### src/rtl/xba_pkg.sv
package xba_pkg;
  typedef enum logic [1:0] {
    MOWN_CPU = 2'd0,
    MOWN_DMA = 2'd1,
    MOWN_COP = 2'd2
  } mown_e;
endpackage

### src/rtl/xba_mbus_arb.sv
module xba_mbus_arb
  import xba_pkg::*;
(
  input  logic  clk,
  input  logic  rst_n,
  input  logic  dma_req,
  input  logic  cop_req,
  input  logic  cpu_main,
  input  logic  bus_busy,
  output mown_e owner
);
  mown_e own_q, own_d;
  logic  own_en;

  always_comb begin
    own_d = own_q;
    unique case (own_q)
      MOWN_CPU: begin
        if (!bus_busy) begin
          if (dma_req)                   own_d = MOWN_DMA;
          else if (cop_req && !cpu_main) own_d = MOWN_COP;
        end
      end
      MOWN_DMA: if (!dma_req) own_d = MOWN_CPU;
      MOWN_COP: if (!cop_req) own_d = MOWN_CPU;
      default:  own_d = MOWN_CPU;
    endcase
  end

  assign own_en = (own_d != own_q);

  always_ff @(posedge clk or negedge rst_n) begin
    if (!rst_n)      own_q <= MOWN_CPU;
    else if (own_en) own_q <= own_d;
  end

  assign owner = own_q;

  a_r10_excl: assert property (@(posedge clk) disable iff (!rst_n)
    $onehot0({own_q == MOWN_DMA, own_q == MOWN_COP}));
  a_r5_dma_hold: assert property (@(posedge clk) disable iff (!rst_n)
    (own_q == MOWN_DMA && dma_req) |=> (own_q == MOWN_DMA));
  a_r5_cop_hold: assert property (@(posedge clk) disable iff (!rst_n)
    (own_q == MOWN_COP && cop_req) |=> (own_q == MOWN_COP));
  a_r4_dma_idle: assert property (@(posedge clk) disable iff (!rst_n)
    (own_q == MOWN_CPU && bus_busy) |=> (own_q == MOWN_CPU));
  a_r8_dma_first: assert property (@(posedge clk) disable iff (!rst_n)
    (own_q == MOWN_CPU && dma_req) |=> (own_q != MOWN_COP));
endmodule

### src/rtl/xba_cbus_arb.sv
module xba_cbus_arb (
  input  logic clk,
  input  logic rst_n,
  input  logic req,
  input  logic cop_local,
  input  logic bus_busy,
  output logic gnt
);
  logic gnt_q, gnt_d, gnt_en;

  always_comb begin
    if (!gnt_q) gnt_d = req && !bus_busy && !cop_local;
    else        gnt_d = req;
  end

  assign gnt_en = (gnt_d != gnt_q);

  always_ff @(posedge clk or negedge rst_n) begin
    if (!rst_n)      gnt_q <= 1'b0;
    else if (gnt_en) gnt_q <= gnt_d;
  end

  assign gnt = gnt_q;

  a_r4_cbus_idle: assert property (@(posedge clk) disable iff (!rst_n)
    (!gnt_q && (bus_busy || cop_local)) |=> !gnt_q);
  a_r5_cbus_release: assert property (@(posedge clk) disable iff (!rst_n)
    !req |=> !gnt_q);
endmodule

### src/rtl/xba_bank_reg.sv
module xba_bank_reg #(
  parameter int unsigned BW = 9
) (
  input  logic          clk,
  input  logic          rst_n,
  input  logic          wr_en,
  input  logic          din,
  output logic [BW-1:0] bank
);
  logic [BW-1:0] bank_q, bank_d;

  always_comb begin
    bank_d = {din, bank_q[BW-1:1]};
  end

  always_ff @(posedge clk or negedge rst_n) begin
    if (!rst_n)     bank_q <= '0;
    else if (wr_en) bank_q <= bank_d;
  end

  assign bank = bank_q;

  a_r6_shift_in: assert property (@(posedge clk) disable iff (!rst_n)
    wr_en |=> (bank_q[BW-1] == $past(din)));
  a_r6_hold: assert property (@(posedge clk) disable iff (!rst_n)
    !wr_en |=> $stable(bank_q));
endmodule

### src/rtl/xba_router.sv
module xba_router
  import xba_pkg::*;
#(
  parameter int unsigned MAW       = 24,
  parameter int unsigned MDW       = 16,
  parameter int unsigned CAW       = 16,
  parameter int unsigned CDW       = 8,
  parameter int unsigned COP_PAGE  = 'hA0,
  parameter int unsigned BANK_ADDR = 'h6000,
  localparam int unsigned WAW      = CAW - 1,
  localparam int unsigned BW       = MAW - WAW,
  localparam int unsigned PW       = MAW - CAW
) (
  input  logic           clk,
  input  logic           rst_n,
  input  mown_e          owner,
  input  logic           cgnt,
  input  logic [BW-1:0]  bank,
  input  logic           mc_valid,
  input  logic           mc_we,
  input  logic [MAW-1:0] mc_addr,
  input  logic [MDW-1:0] mc_wdata,
  output logic [MDW-1:0] mc_rdata,
  output logic           mc_ready,
  output logic           mc_wait,
  input  logic           cc_valid,
  input  logic           cc_we,
  input  logic [CAW-1:0] cc_addr,
  input  logic [CDW-1:0] cc_wdata,
  output logic [CDW-1:0] cc_rdata,
  output logic           cc_ready,
  output logic           cc_wait,
  input  logic           dma_valid,
  input  logic           dma_we,
  input  logic [MAW-1:0] dma_addr,
  input  logic [MDW-1:0] dma_wdata,
  output logic [MDW-1:0] dma_rdata,
  output logic           dma_ready,
  output logic           mb_valid,
  output logic           mb_we,
  output logic [MAW-1:0] mb_addr,
  output logic [MDW-1:0] mb_wdata,
  input  logic [MDW-1:0] mb_rdata,
  input  logic           mb_ready,
  output logic           cb_valid,
  output logic           cb_we,
  output logic [CAW-1:0] cb_addr,
  output logic [CDW-1:0] cb_wdata,
  input  logic [CDW-1:0] cb_rdata,
  input  logic           cb_ready,
  output logic           mb_busy,
  output logic           cb_busy,
  output logic           cpu_main,
  output logic           cop_local,
  output logic           bank_wr
);
  logic mc_cop, cc_bank, cc_win, cc_loc;

  assign mc_cop    = (mc_addr[MAW-1:CAW] == PW'(COP_PAGE));
  assign cc_bank   = cc_we && (cc_addr == CAW'(BANK_ADDR));
  assign cc_win    = cc_addr[CAW-1] && !cc_bank;
  assign cc_loc    = !cc_win && !cc_bank;
  assign cpu_main  = mc_valid && !mc_cop;
  assign cop_local = cc_valid && cc_loc;
  assign bank_wr   = cc_valid && cc_bank;

  // main bus source select
  always_comb begin
    mb_valid = 1'b0;
    mb_we    = 1'b0;
    mb_addr  = '0;
    mb_wdata = '0;
    unique case (owner)
      MOWN_CPU: if (cpu_main) begin
        mb_valid = 1'b1;
        mb_we    = mc_we;
        mb_addr  = mc_addr;
        mb_wdata = mc_wdata;
      end
      MOWN_DMA: if (dma_valid) begin
        mb_valid = 1'b1;
        mb_we    = dma_we;
        mb_addr  = dma_addr;
        mb_wdata = dma_wdata;
      end
      MOWN_COP: if (cc_valid && cc_win) begin
        mb_valid = 1'b1;
        mb_we    = cc_we;
        mb_addr  = {bank, cc_addr[WAW-1:0]};
        mb_wdata = {{(MDW-CDW){1'b0}}, cc_wdata};
      end
      default: ;
    endcase
  end

  // coprocessor bus source select
  always_comb begin
    cb_valid = 1'b0;
    cb_we    = 1'b0;
    cb_addr  = '0;
    cb_wdata = '0;
    if (cgnt) begin
      if (mc_valid && mc_cop) begin
        cb_valid = 1'b1;
        cb_we    = mc_we;
        cb_addr  = mc_addr[CAW-1:0];
        cb_wdata = mc_wdata[CDW-1:0];
      end
    end else if (cop_local) begin
      cb_valid = 1'b1;
      cb_we    = cc_we;
      cb_addr  = cc_addr;
      cb_wdata = cc_wdata;
    end
  end

  // responses to masters
  always_comb begin
    if (mc_cop) begin
      mc_rdata = {{(MDW-CDW){1'b0}}, cb_rdata};
      mc_ready = mc_valid && cgnt && cb_ready;
      mc_wait  = mc_valid && !cgnt;
    end else begin
      mc_rdata = mb_rdata;
      mc_ready = mc_valid && (owner == MOWN_CPU) && mb_ready;
      mc_wait  = mc_valid && (owner != MOWN_CPU);
    end
    if (cc_bank) begin
      cc_rdata = '0;
      cc_ready = cc_valid;
      cc_wait  = 1'b0;
    end else if (cc_win) begin
      cc_rdata = mb_rdata[CDW-1:0];
      cc_ready = cc_valid && (owner == MOWN_COP) && mb_ready;
      cc_wait  = cc_valid && (owner != MOWN_COP);
    end else begin
      cc_rdata = cb_rdata;
      cc_ready = cc_valid && !cgnt && cb_ready;
      cc_wait  = cc_valid && cgnt;
    end
    dma_rdata = mb_rdata;
    dma_ready = dma_valid && (owner == MOWN_DMA) && mb_ready;
  end

  assign mb_busy = mb_valid && !mb_ready;
  assign cb_busy = cb_valid && !cb_ready;

  a_r3_page_stall: assert property (@(posedge clk) disable iff (!rst_n)
    (mc_valid && mc_cop && !cgnt) |-> (mc_wait && !mc_ready && !(cb_valid && cb_addr == mc_addr[CAW-1:0] && !cop_local)));
  a_r9_dma_blocks_cpu: assert property (@(posedge clk) disable iff (!rst_n)
    (owner == MOWN_DMA && cpu_main) |-> (mc_wait && !mc_ready));
  a_r11_local_stall: assert property (@(posedge clk) disable iff (!rst_n)
    (cgnt && cop_local) |-> (cc_wait && !cc_ready));
  a_r6_no_bus: assert property (@(posedge clk) disable iff (!rst_n)
    bank_wr |-> (cc_ready && !(owner == MOWN_COP && mb_valid && mb_addr[WAW-1:0] == cc_addr[WAW-1:0])));
endmodule

### src/rtl/xbus_arbiter.sv
module xbus_arbiter
  import xba_pkg::*;
#(
  parameter int unsigned MAW       = 24,
  parameter int unsigned MDW       = 16,
  parameter int unsigned CAW       = 16,
  parameter int unsigned CDW       = 8,
  parameter int unsigned COP_PAGE  = 'hA0,
  parameter int unsigned BANK_ADDR = 'h6000
) (
  input  logic           clk,
  input  logic           rst_n,
  input  logic           mc_valid,
  input  logic           mc_we,
  input  logic [MAW-1:0] mc_addr,
  input  logic [MDW-1:0] mc_wdata,
  output logic [MDW-1:0] mc_rdata,
  output logic           mc_ready,
  output logic           mc_wait,
  input  logic           mc_busreq,
  output logic           mc_busgnt,
  input  logic           cc_valid,
  input  logic           cc_we,
  input  logic [CAW-1:0] cc_addr,
  input  logic [CDW-1:0] cc_wdata,
  output logic [CDW-1:0] cc_rdata,
  output logic           cc_ready,
  output logic           cc_wait,
  input  logic           cc_busreq,
  output logic           cc_busgnt,
  input  logic           dma_req,
  output logic           dma_gnt,
  input  logic           dma_valid,
  input  logic           dma_we,
  input  logic [MAW-1:0] dma_addr,
  input  logic [MDW-1:0] dma_wdata,
  output logic [MDW-1:0] dma_rdata,
  output logic           dma_ready,
  output logic           mb_valid,
  output logic           mb_we,
  output logic [MAW-1:0] mb_addr,
  output logic [MDW-1:0] mb_wdata,
  input  logic [MDW-1:0] mb_rdata,
  input  logic           mb_ready,
  output logic           cb_valid,
  output logic           cb_we,
  output logic [CAW-1:0] cb_addr,
  output logic [CDW-1:0] cb_wdata,
  input  logic [CDW-1:0] cb_rdata,
  input  logic           cb_ready
);
  localparam int unsigned BW = MAW - (CAW - 1);

  logic          rs_q1, rs_q2, srst_n;
  mown_e         owner;
  logic          cgnt;
  logic [BW-1:0] bank;
  logic          mb_busy, cb_busy, cpu_main, cop_local, bank_wr;

  // assert asynchronously, release on the clock
  always_ff @(posedge clk or negedge rst_n) begin
    if (!rst_n) begin
      rs_q1 <= 1'b0;
      rs_q2 <= 1'b0;
    end else begin
      rs_q1 <= 1'b1;
      rs_q2 <= rs_q1;
    end
  end
  assign srst_n = rs_q2;

  xba_mbus_arb u_mbus_arb (
    .clk(clk), .rst_n(srst_n), .dma_req(dma_req), .cop_req(cc_busreq),
    .cpu_main(cpu_main), .bus_busy(mb_busy), .owner(owner)
  );

  xba_cbus_arb u_cbus_arb (
    .clk(clk), .rst_n(srst_n), .req(mc_busreq), .cop_local(cop_local),
    .bus_busy(cb_busy), .gnt(cgnt)
  );

  xba_bank_reg #(.BW(BW)) u_bank (
    .clk(clk), .rst_n(srst_n), .wr_en(bank_wr), .din(cc_wdata[0]), .bank(bank)
  );

  xba_router #(
    .MAW(MAW), .MDW(MDW), .CAW(CAW), .CDW(CDW),
    .COP_PAGE(COP_PAGE), .BANK_ADDR(BANK_ADDR)
  ) u_router (
    .clk(clk), .rst_n(srst_n), .owner(owner), .cgnt(cgnt), .bank(bank),
    .mc_valid(mc_valid), .mc_we(mc_we), .mc_addr(mc_addr), .mc_wdata(mc_wdata),
    .mc_rdata(mc_rdata), .mc_ready(mc_ready), .mc_wait(mc_wait),
    .cc_valid(cc_valid), .cc_we(cc_we), .cc_addr(cc_addr), .cc_wdata(cc_wdata),
    .cc_rdata(cc_rdata), .cc_ready(cc_ready), .cc_wait(cc_wait),
    .dma_valid(dma_valid), .dma_we(dma_we), .dma_addr(dma_addr), .dma_wdata(dma_wdata),
    .dma_rdata(dma_rdata), .dma_ready(dma_ready),
    .mb_valid(mb_valid), .mb_we(mb_we), .mb_addr(mb_addr), .mb_wdata(mb_wdata),
    .mb_rdata(mb_rdata), .mb_ready(mb_ready),
    .cb_valid(cb_valid), .cb_we(cb_we), .cb_addr(cb_addr), .cb_wdata(cb_wdata),
    .cb_rdata(cb_rdata), .cb_ready(cb_ready),
    .mb_busy(mb_busy), .cb_busy(cb_busy), .cpu_main(cpu_main),
    .cop_local(cop_local), .bank_wr(bank_wr)
  );

  assign mc_busgnt = cgnt;
  assign cc_busgnt = (owner == MOWN_COP);
  assign dma_gnt   = (owner == MOWN_DMA);

  a_r1_reset_quiet: assert property (@(posedge clk)
    !srst_n |-> (!mc_busgnt && !cc_busgnt && !dma_gnt));
  a_r10_grants: assert property (@(posedge clk) disable iff (!srst_n)
    !(dma_gnt && cc_busgnt));
endmodule

### config.mk
export PLATFORM = sky130hd
export DESIGN_NAME = xbus_arbiter
export DESIGN_NICKNAME = d
export VERILOG_FILES = /design/src/rtl/xba_pkg.sv /design/src/rtl/xba_mbus_arb.sv /design/src/rtl/xba_cbus_arb.sv /design/src/rtl/xba_bank_reg.sv /design/src/rtl/xba_router.sv /design/src/rtl/xbus_arbiter.sv
export SDC_FILE = /design/constraint.sdc
export NUM_CORES = 1
export LEC_CHECK = 0
export BUFFER_PORTS_ARGS = -buffer_cell sky130_fd_sc_hd__buf_4
export CAP_MARGIN = 20
export CORE_AREA = 4 4 98 100
export CTS_BUF_LIST = sky130_fd_sc_hd__clkbuf_8
export CTS_CLUSTER_DIAMETER = 60
export DETAILED_ROUTE_END_ITERATION = 10
export DIE_AREA = 0 0 102 104
export GPL_TIMING_DRIVEN = 0
export PLACE_DENSITY = 0.63
export SYNTH_ARGS = -nofsm -noshare
export SYNTH_HDL_FRONTEND = slang
export SYNTH_SLANG_ARGS = --single-unit
### constraint.sdc
create_clock -name clk -period 3.75 [get_ports clk]
set_input_delay 0.375 -clock clk [delete_from_list [all_inputs] [get_ports clk]]
set_output_delay 0.375 -clock clk [all_outputs]
set_load 0.01 [all_outputs]
==> metrics.csv, run 1 <==
metric,value,unit
drt total wl,11.13,mm
Power Density,182.9,nW/um2
clock-pin slew on the worst setup and hold paths,0.06,ns
Lkg Pwr,2.386,nW
Least-Margin Pin Slew,0.7542,ns
Via density,5.008,
die area,10610,um2
Final #Nets,645,
Diodes inserted,0,
unrepaired setup endpoints after global routing,false,
crit path buf inv count,2,
Slew HR,49.30,%
initial antenna violation count,0,
Post-CTS Hold Buffers,1,
Critical Path AT,2.57,ns
kind of critical path,reg -> out,
Critical Path Start,u_cbus_arb.gnt$_DFFE_PN0P_,
register area share after synthesis,17.37,%
dominant cell type by area after synthesis,dfrtp_1,
share of cells above drive strength 1,59.05,%
Final Setup Violations,0,
CP required,3.38,ns
Synth top area share,17.37,%
Ys Warns,0,
detailed placement HPWL,9.414,mm
CTS H-tree depth,1,
Synthesized Nets,383,
"top cells by area, synth","dfrtp_1 17%, a222oi_1 16%, a22o_1 14%",
drt first pass iters,7,
CTS tree,yes,
Wirelength per Cell,18.21,um
Max Buffers Root-to-Sink,2,
Cells after DPL,606,
min Tclk post-route,2.942,ns
r2r startpoint,u_cbus_arb.gnt$_DFFE_PN0P_,
TNS Setup,0,ns
worst hold slack,0.1931,ns
Worst VDD drop,167.2,uV
Crit path largest cell delay,0.56,ns
#FFs+latches synth,14,
Worst-Skew Late Latency,0.25,ns
Post-route DRC,0,
average size of a mapped cell,8.334,um2
GRT Residual Overflow,0,
cell count of the worst reg-to-reg path,3,
Setup Skew,0.005639,ns
Die W,102,um
chip height,104,um
"commonest non-fill, non-tap cell in the layout",buf_4,
Overall Global Routing Usage,19.10,%
Hold Path Class,reg -> async,
"Top FF cell, synth",dfrtp_1,
Site Rows,34,
first-pass GRT wire length,16.45,mm
Critical Path Slowest Stage Cell,nor3b_1,
clk sinks,14,
Mapped Cells,242,
WP depth,5,
vias in the first global route,3083,
Slew Limit Fails,0,
outcome,completed,
family with the most delay on the worst path,compound AO/OA/AOI/OAI gates,
final hold vios,0,
# fillers,866,
DR vias,3060,
"Async S/R FF share, synth",100.0,%
P&R area growth vs syn,105.2,%
Layout Cells excl Fill,611,
critical path capture point type,output port,
crit share post-route,78.45,%
reg2reg setup slack,2.04,ns
"leading cell types in the layout, fill and taps excluded","275 x buf_4, 34 x inv_1, 33 x a222oi_1, 33 x a22o_1",
DRT antenna net count,0,
IO Count,257,
Setup crit start kind,flop,
fmax,0.3399,GHz
root buf cell,clkbuf_8,
Starting Density,23.24,%
post-CTS setup buffer count,0,
Port Buffers,256,
synthesized area,2017,um2
worst reg2reg endpoint,u_cbus_arb.gnt$_DFFE_PN0P_,
critical-path maximum fanout,10,
Core Box Area,8678,um2
Worst Setup EP,cb_wdata[0],
GP Congestion,0.7813,
cts repair resizes,0,
crit-path cells,"nor3b_1, a21boi_1, clkbuf_1, a22o_1, buf_4",
largest net degree at the start of global routing,13,
CTS buffer count,3,
Final Total Pwr,0.7570,mW
Post-synth EDFFs,0,
MaxCap Viol Count,0,
DRT iter0 DRCs,181,
post-synthesis cell type count,38,
[final cells by class]
class	count	area [um2]	area share [%]
Buffer	39	267.8	6.469
Clock buffer	4	55.05	1.330
Inverter	34	127.6	3.083
Multi-Input combinational cell	155	1271	30.71
Sequential cell	14	350.3	8.464
Tap cell	108	135.1	3.265
Timing Repair Buffer	257	1932	46.67
[how the worst min path moves through the flow]
stage,depth (start not counted),endpoint,start
floorplan,0,rs_q1$_DFF_PN0_,rst_n
global placement,1,rs_q1$_DFF_PN0_,rst_n
detailed placement,1,rs_q1$_DFF_PN0_,rst_n
CTS,0,u_bank.bank[8]$_DFFE_PN0P_,rs_q2$_DFF_PN0_
global route,0,u_mbus_arb.owner[1]$_DFFE_PN0P_,rs_q2$_DFF_PN0_
finish,0,u_bank.bank[6]$_DFFE_PN0P_,rs_q2$_DFF_PN0_
[kinds of logic (layout without fill, tap and decap cells)]
kind of cell | after synthesis | after routing | share of synthesized area [%]
compound gates | 82 | 82 | 35.61
buf+inv | 73 | 334 | 19.60
flops | 14 | 14 | 17.37
mux | 18 | 18 | 9.988
other cells | 1 | 1 | 0.1859
simple gates | 54 | 54 | 17.25
[where the power goes]
group	switching, mW	total (mW)	internal (mW)
Clock	0.0531	0.146	0.0930
Sequential	0.00526	0.160	0.154
Combinational	0.189	0.451	0.262
Total	0.247	0.757	0.510
[synth_stat cells (3+ instances only)]
library cell  count
a222oi_1         33
nand2b_1          9
and2_1           12
nand2_1           9
nor2b_1           3
a22o_1           33
inv_1            34
or4_1             3
and3_1            3
mux2_1            9
o21ai_0           9
mux2_2            8
dfrtp_1          14
nor2_1            3
clkbuf_1         14
buf_8             3
buf_4            19
[stage by stage]
step           worst slack, ns  instance area [um2]  utilization (%)
3_5_place_dp            0.9535                 4074            46.94
3_3_place_gp            0.9659                 4074            46.94
2_1_floorplan            1.578                 2017                -
4_1_cts                 0.7365                 4139            47.69
5_1_grt                 0.5806                 4139            47.69
6_report                0.8083                 4139            47.69
[registers in the layout (all words and copies together), names as in the netlist]
name and flops:
u_mbus_arb.owner 2, rs_q1 1, u_cbus_arb.gnt 1, u_bank.bank 9
rs_q2 1
[metal layers]
metal / global-route usage [%] / up-vias / wire length (um)
li1: - / 1437 / -
met1: 21.78 / 1428 / 3975
met2: 35.93 / 183 / 5748
met3: 4.427 / 12 / 1277
met4: 2.905 / 0 / 123
met5: 0 / - / 0
(Power assumes the default switching activity.)
==> inputs of run 2 (changes only) <==
Settings changed: ABC_AREA set to 1, CORE_AREA 4 4 98 100 to 4 4 97 99, DIE_AREA 0 0 102 104 to 0 0 101 103, PLACE_DENSITY 0.63 to 0.73.
Clock period 3.75 ns to 2.4 ns, I/O delays scaled along.
==> metrics.csv, run 2 <==
metric,value,unit,change
min Tclk post-route,2.207,ns,
"leading cell types in the layout, fill and taps excluded","274 x buf_4, 198 x nand2_1, 62 x inv_1",,"was 275 x buf_4, 34 x inv_1, 33 x a222oi_1, 33 x a22o_1"
#FFs+latches synth,14,,unchanged
CTS H-tree depth,1,,unchanged
first-pass GRT wire length,17.96,mm,was 16.45 mm
cts repair resizes,0,,unchanged
Final #Nets,854,,was 645
Via density,4.719,,was 5.008
"Async S/R FF share, synth",100.0,%,unchanged
CTS tree,yes,,unchanged
TNS Setup,0,ns,unchanged
Least-Margin Pin Slew,0.5458,ns,was 0.7542 ns
largest net degree at the start of global routing,13,,unchanged
Worst-Skew Late Latency,0.24,ns,was 0.25 ns
Max Buffers Root-to-Sink,2,,unchanged
Die W,101,um,was 102 um
Post-synth top cells,"198 x nand2_1, 62 x inv_1, 27 x nand4_1",,"was 34 x inv_1, 33 x a222oi_1, 33 x a22o_1"
Crit path largest cell delay,0.42,ns,was 0.56 ns
synthesized area,2476,um2,was 2017 um2
final hold vios,0,,unchanged
"Top FF cell, synth",dfrtp_1,,unchanged
cell count of the worst reg-to-reg path,8,,was 3
Synth top area share,30.02,%,was 17.37%
root buf cell,clkbuf_8,,unchanged
MaxCap Viol Count,0,,unchanged
post-synthesis cell type count,32,,was 38
Final Setup Violations,0,,unchanged
Starting Density,28.96,%,was 23.24%
Slew Limit Fails,0,,unchanged
CP required,2.16,ns,was 3.38 ns
Core Box Area,8551,um2,was 8678 um2
Port Buffers,255,,was 256
drt first pass iters,5,,was 7
Setup crit start kind,flop,,unchanged
"count leader, synth",nand2_1,,was inv_1
worst reg2reg endpoint,u_mbus_arb.owner[0]$_DFFE_PN0P_,,was u_cbus_arb.gnt$_DFFE_PN0P_
drt total wl,12.26,mm,was 11.13 mm
reg2reg setup slack,0.95,ns,was 2.04 ns
"top cells by area, synth","nand2_1 30%, dfrtp_1 14%, inv_1 9.4%",,"was dfrtp_1 17%, a222oi_1 16%, a22o_1 14%"
detailed placement HPWL,10.43,mm,was 9.414 mm
DRT antenna net count,0,,unchanged
Critical Path Slowest Stage Cell,dfrtp_1,,was nor3b_1
die area,10400,um2,was 10610 um2
outcome,completed,,unchanged
Setup Skew,0.0008629,ns,was 0.005639 ns
critical path capture point type,output port,,unchanged
kind of critical path,reg -> out,,unchanged
r2r startpoint,u_mbus_arb.owner[1]$_DFFE_PN0P_,,was u_cbus_arb.gnt$_DFFE_PN0P_
Ys Warns,0,,unchanged
P&R area growth vs syn,84.84,%,was 105.2%
Post-synth EDFFs,0,,unchanged
Lkg Pwr,2.680,nW,was 2.386 nW
Power Density,260.9,nW/um2,was 182.9 nW/um2
initial antenna violation count,0,,unchanged
unrepaired setup endpoints after global routing,false,,unchanged
average size of a mapped cell,5.478,um2,was 8.334 um2
Synthesized Nets,593,,was 383
Slew HR,63.61,%,was 49.30%
Site Rows,34,,unchanged
crit share post-route,91.97,%,
cell repeated most along the worst path,nand2_1,,
clock-pin slew on the worst setup and hold paths,0.05,ns,was 0.06 ns
vias in the first global route,3484,,was 3083
share of cells above drive strength 1,44.16,%,was 59.05%
critical-path maximum fanout,10,,unchanged
IO Count,257,,unchanged
Critical Path AT,1.97,ns,was 2.57 ns
clk sinks,14,,unchanged
Overall Global Routing Usage,21.37,%,was 19.10%
GRT Residual Overflow,0,,unchanged
Post-route DRC,0,,unchanged
Critical Path Start,u_mbus_arb.owner[1]$_DFFE_PN0P_,,was u_cbus_arb.gnt$_DFFE_PN0P_
crit-path cells,"inv_1, nand2_1, nor2_1, clkbuf_1, nand2_1, nand3_1, buf_4",,"was nor3b_1, a21boi_1, clkbuf_1, a22o_1, buf_4"
DRT iter0 DRCs,200,,was 181
number of flip-flops in the largest register,9,,unchanged
DR vias,3865,,was 3060
Wirelength per Cell,14.97,um,was 18.21 um
CTS buffer count,3,,unchanged
Hold Path Class,reg -> async,,unchanged
fmax,0.4531,GHz,
chip height,103,um,was 104 um
worst hold slack,0.1902,ns,was 0.1931 ns
Worst VDD drop,320.2,uV,was 167.2 uV
dominant cell type by area after synthesis,nand2_1,,was dfrtp_1
Worst Setup EP,mb_addr[4],,was cb_wdata[0]
GP Congestion,0.9053,,was 0.7813
Mapped Cells,452,,was 242
Diodes inserted,0,,unchanged
"commonest non-fill, non-tap cell in the layout",buf_4,,unchanged
register area share after synthesis,14.15,%,was 17.37%
[run 2: changes by cell type in the layout (fill, tap and decap cells not counted), moves of 12 or more]
cell	change
a222oi_1	-33
a22o_1	-33
and2_1	-12
inv_1	+28
nand2_1	+189
nand3_1	+23
nand4_1	+27
nor2_1	+13
o211ai_1	+19
[run 2: cell families after synthesis]
family                 count (synthesis)  share of synthesized area (%)
AO/OA/AOI/OAI                         48                          12.28
buffers and inverters                106                          22.79
flip-flops                            14                          14.15
other                                  1                         0.1514
AND/OR/NAND/NOR                      283                          50.63
[run 2: power breakdown]
| part | internal (mW) | total, mW | switching, mW |
|---|---|---|---|
| combinational | 0.401 | 0.759 | 0.358 |
| clock | 0.111 | 0.186 | 0.0748 |
| sequential | 0.242 | 0.250 | 0.00779 |
| total | 0.754 | 1.19 | 0.440 |
[run 2: layer usage]
metal,part of all wire (%),vias to the layer above,wire (um),global-route usage (%)
met1,39,1745,4780,28.08
met2,53,175,6557,39.65
met5,0,-,0,0
met3,7.2,4,883,1.353
met4,0.34,0,42,2.352
li1,-,1941,-,-
[run 2: worst min path at each step]
stage          slack (ns)                              end             from
3_3_place_gp         0.02                  rs_q1$_DFF_PN0_            rst_n
2_1_floorplan       -0.06                  rs_q1$_DFF_PN0_            rst_n
5_1_grt              0.23  u_mbus_arb.owner[1]$_DFFE_PN0P_          dma_req
3_5_place_dp         0.02                  rs_q1$_DFF_PN0_            rst_n
4_1_cts              0.20       u_cbus_arb.gnt$_DFFE_PN0P_        mc_busreq
6_report             0.19       u_bank.bank[2]$_DFFE_PN0P_  rs_q2$_DFF_PN0_
[run 2: area by class of cell]
cell class,instances,area [um2]
Clock buffer,3,41.29
Inverter,67,261.5
Buffer,39,302.8
Fill cell,888,3974
Sequential cell,14,350.3
Tap cell,108,135.1
Multi-Input combinational cell,332,1562
Timing Repair Buffer,256,1924
[run 2: what timing repair did]
action / in CTS / in global routing
hold buffers: 1 / 0
hold endpoints to repair: 2 / 0
setup buffers: 0 / 0
[run 2: metrics by stage]
stage / instances / utilization, % / power [mW] / worst slack (ns) / instance area, um2
after global routing: 819 / 53.53 / 1.275 / 0.01875 / 4577
after global placement: 815 / 52.93 / 1.004 / 0.4847 / 4526
after CTS: 819 / 53.53 / 1.204 / 0.2040 / 4577
after detailed placement: 815 / 52.93 / 1.014 / 0.4780 / 4526
after floorplan: 452 / - / 0.5501 / 0.9182 / 2476
final: 819 / 53.53 / 1.194 / 0.1928 / 4577
[run 2: critical path, delay by kind of cell (launching register included)]
family                 cells  cell delay (ns)
buffers and inverters      3             0.61
flip-flops                 1             0.42
AND/OR/NAND/NOR            4             0.70
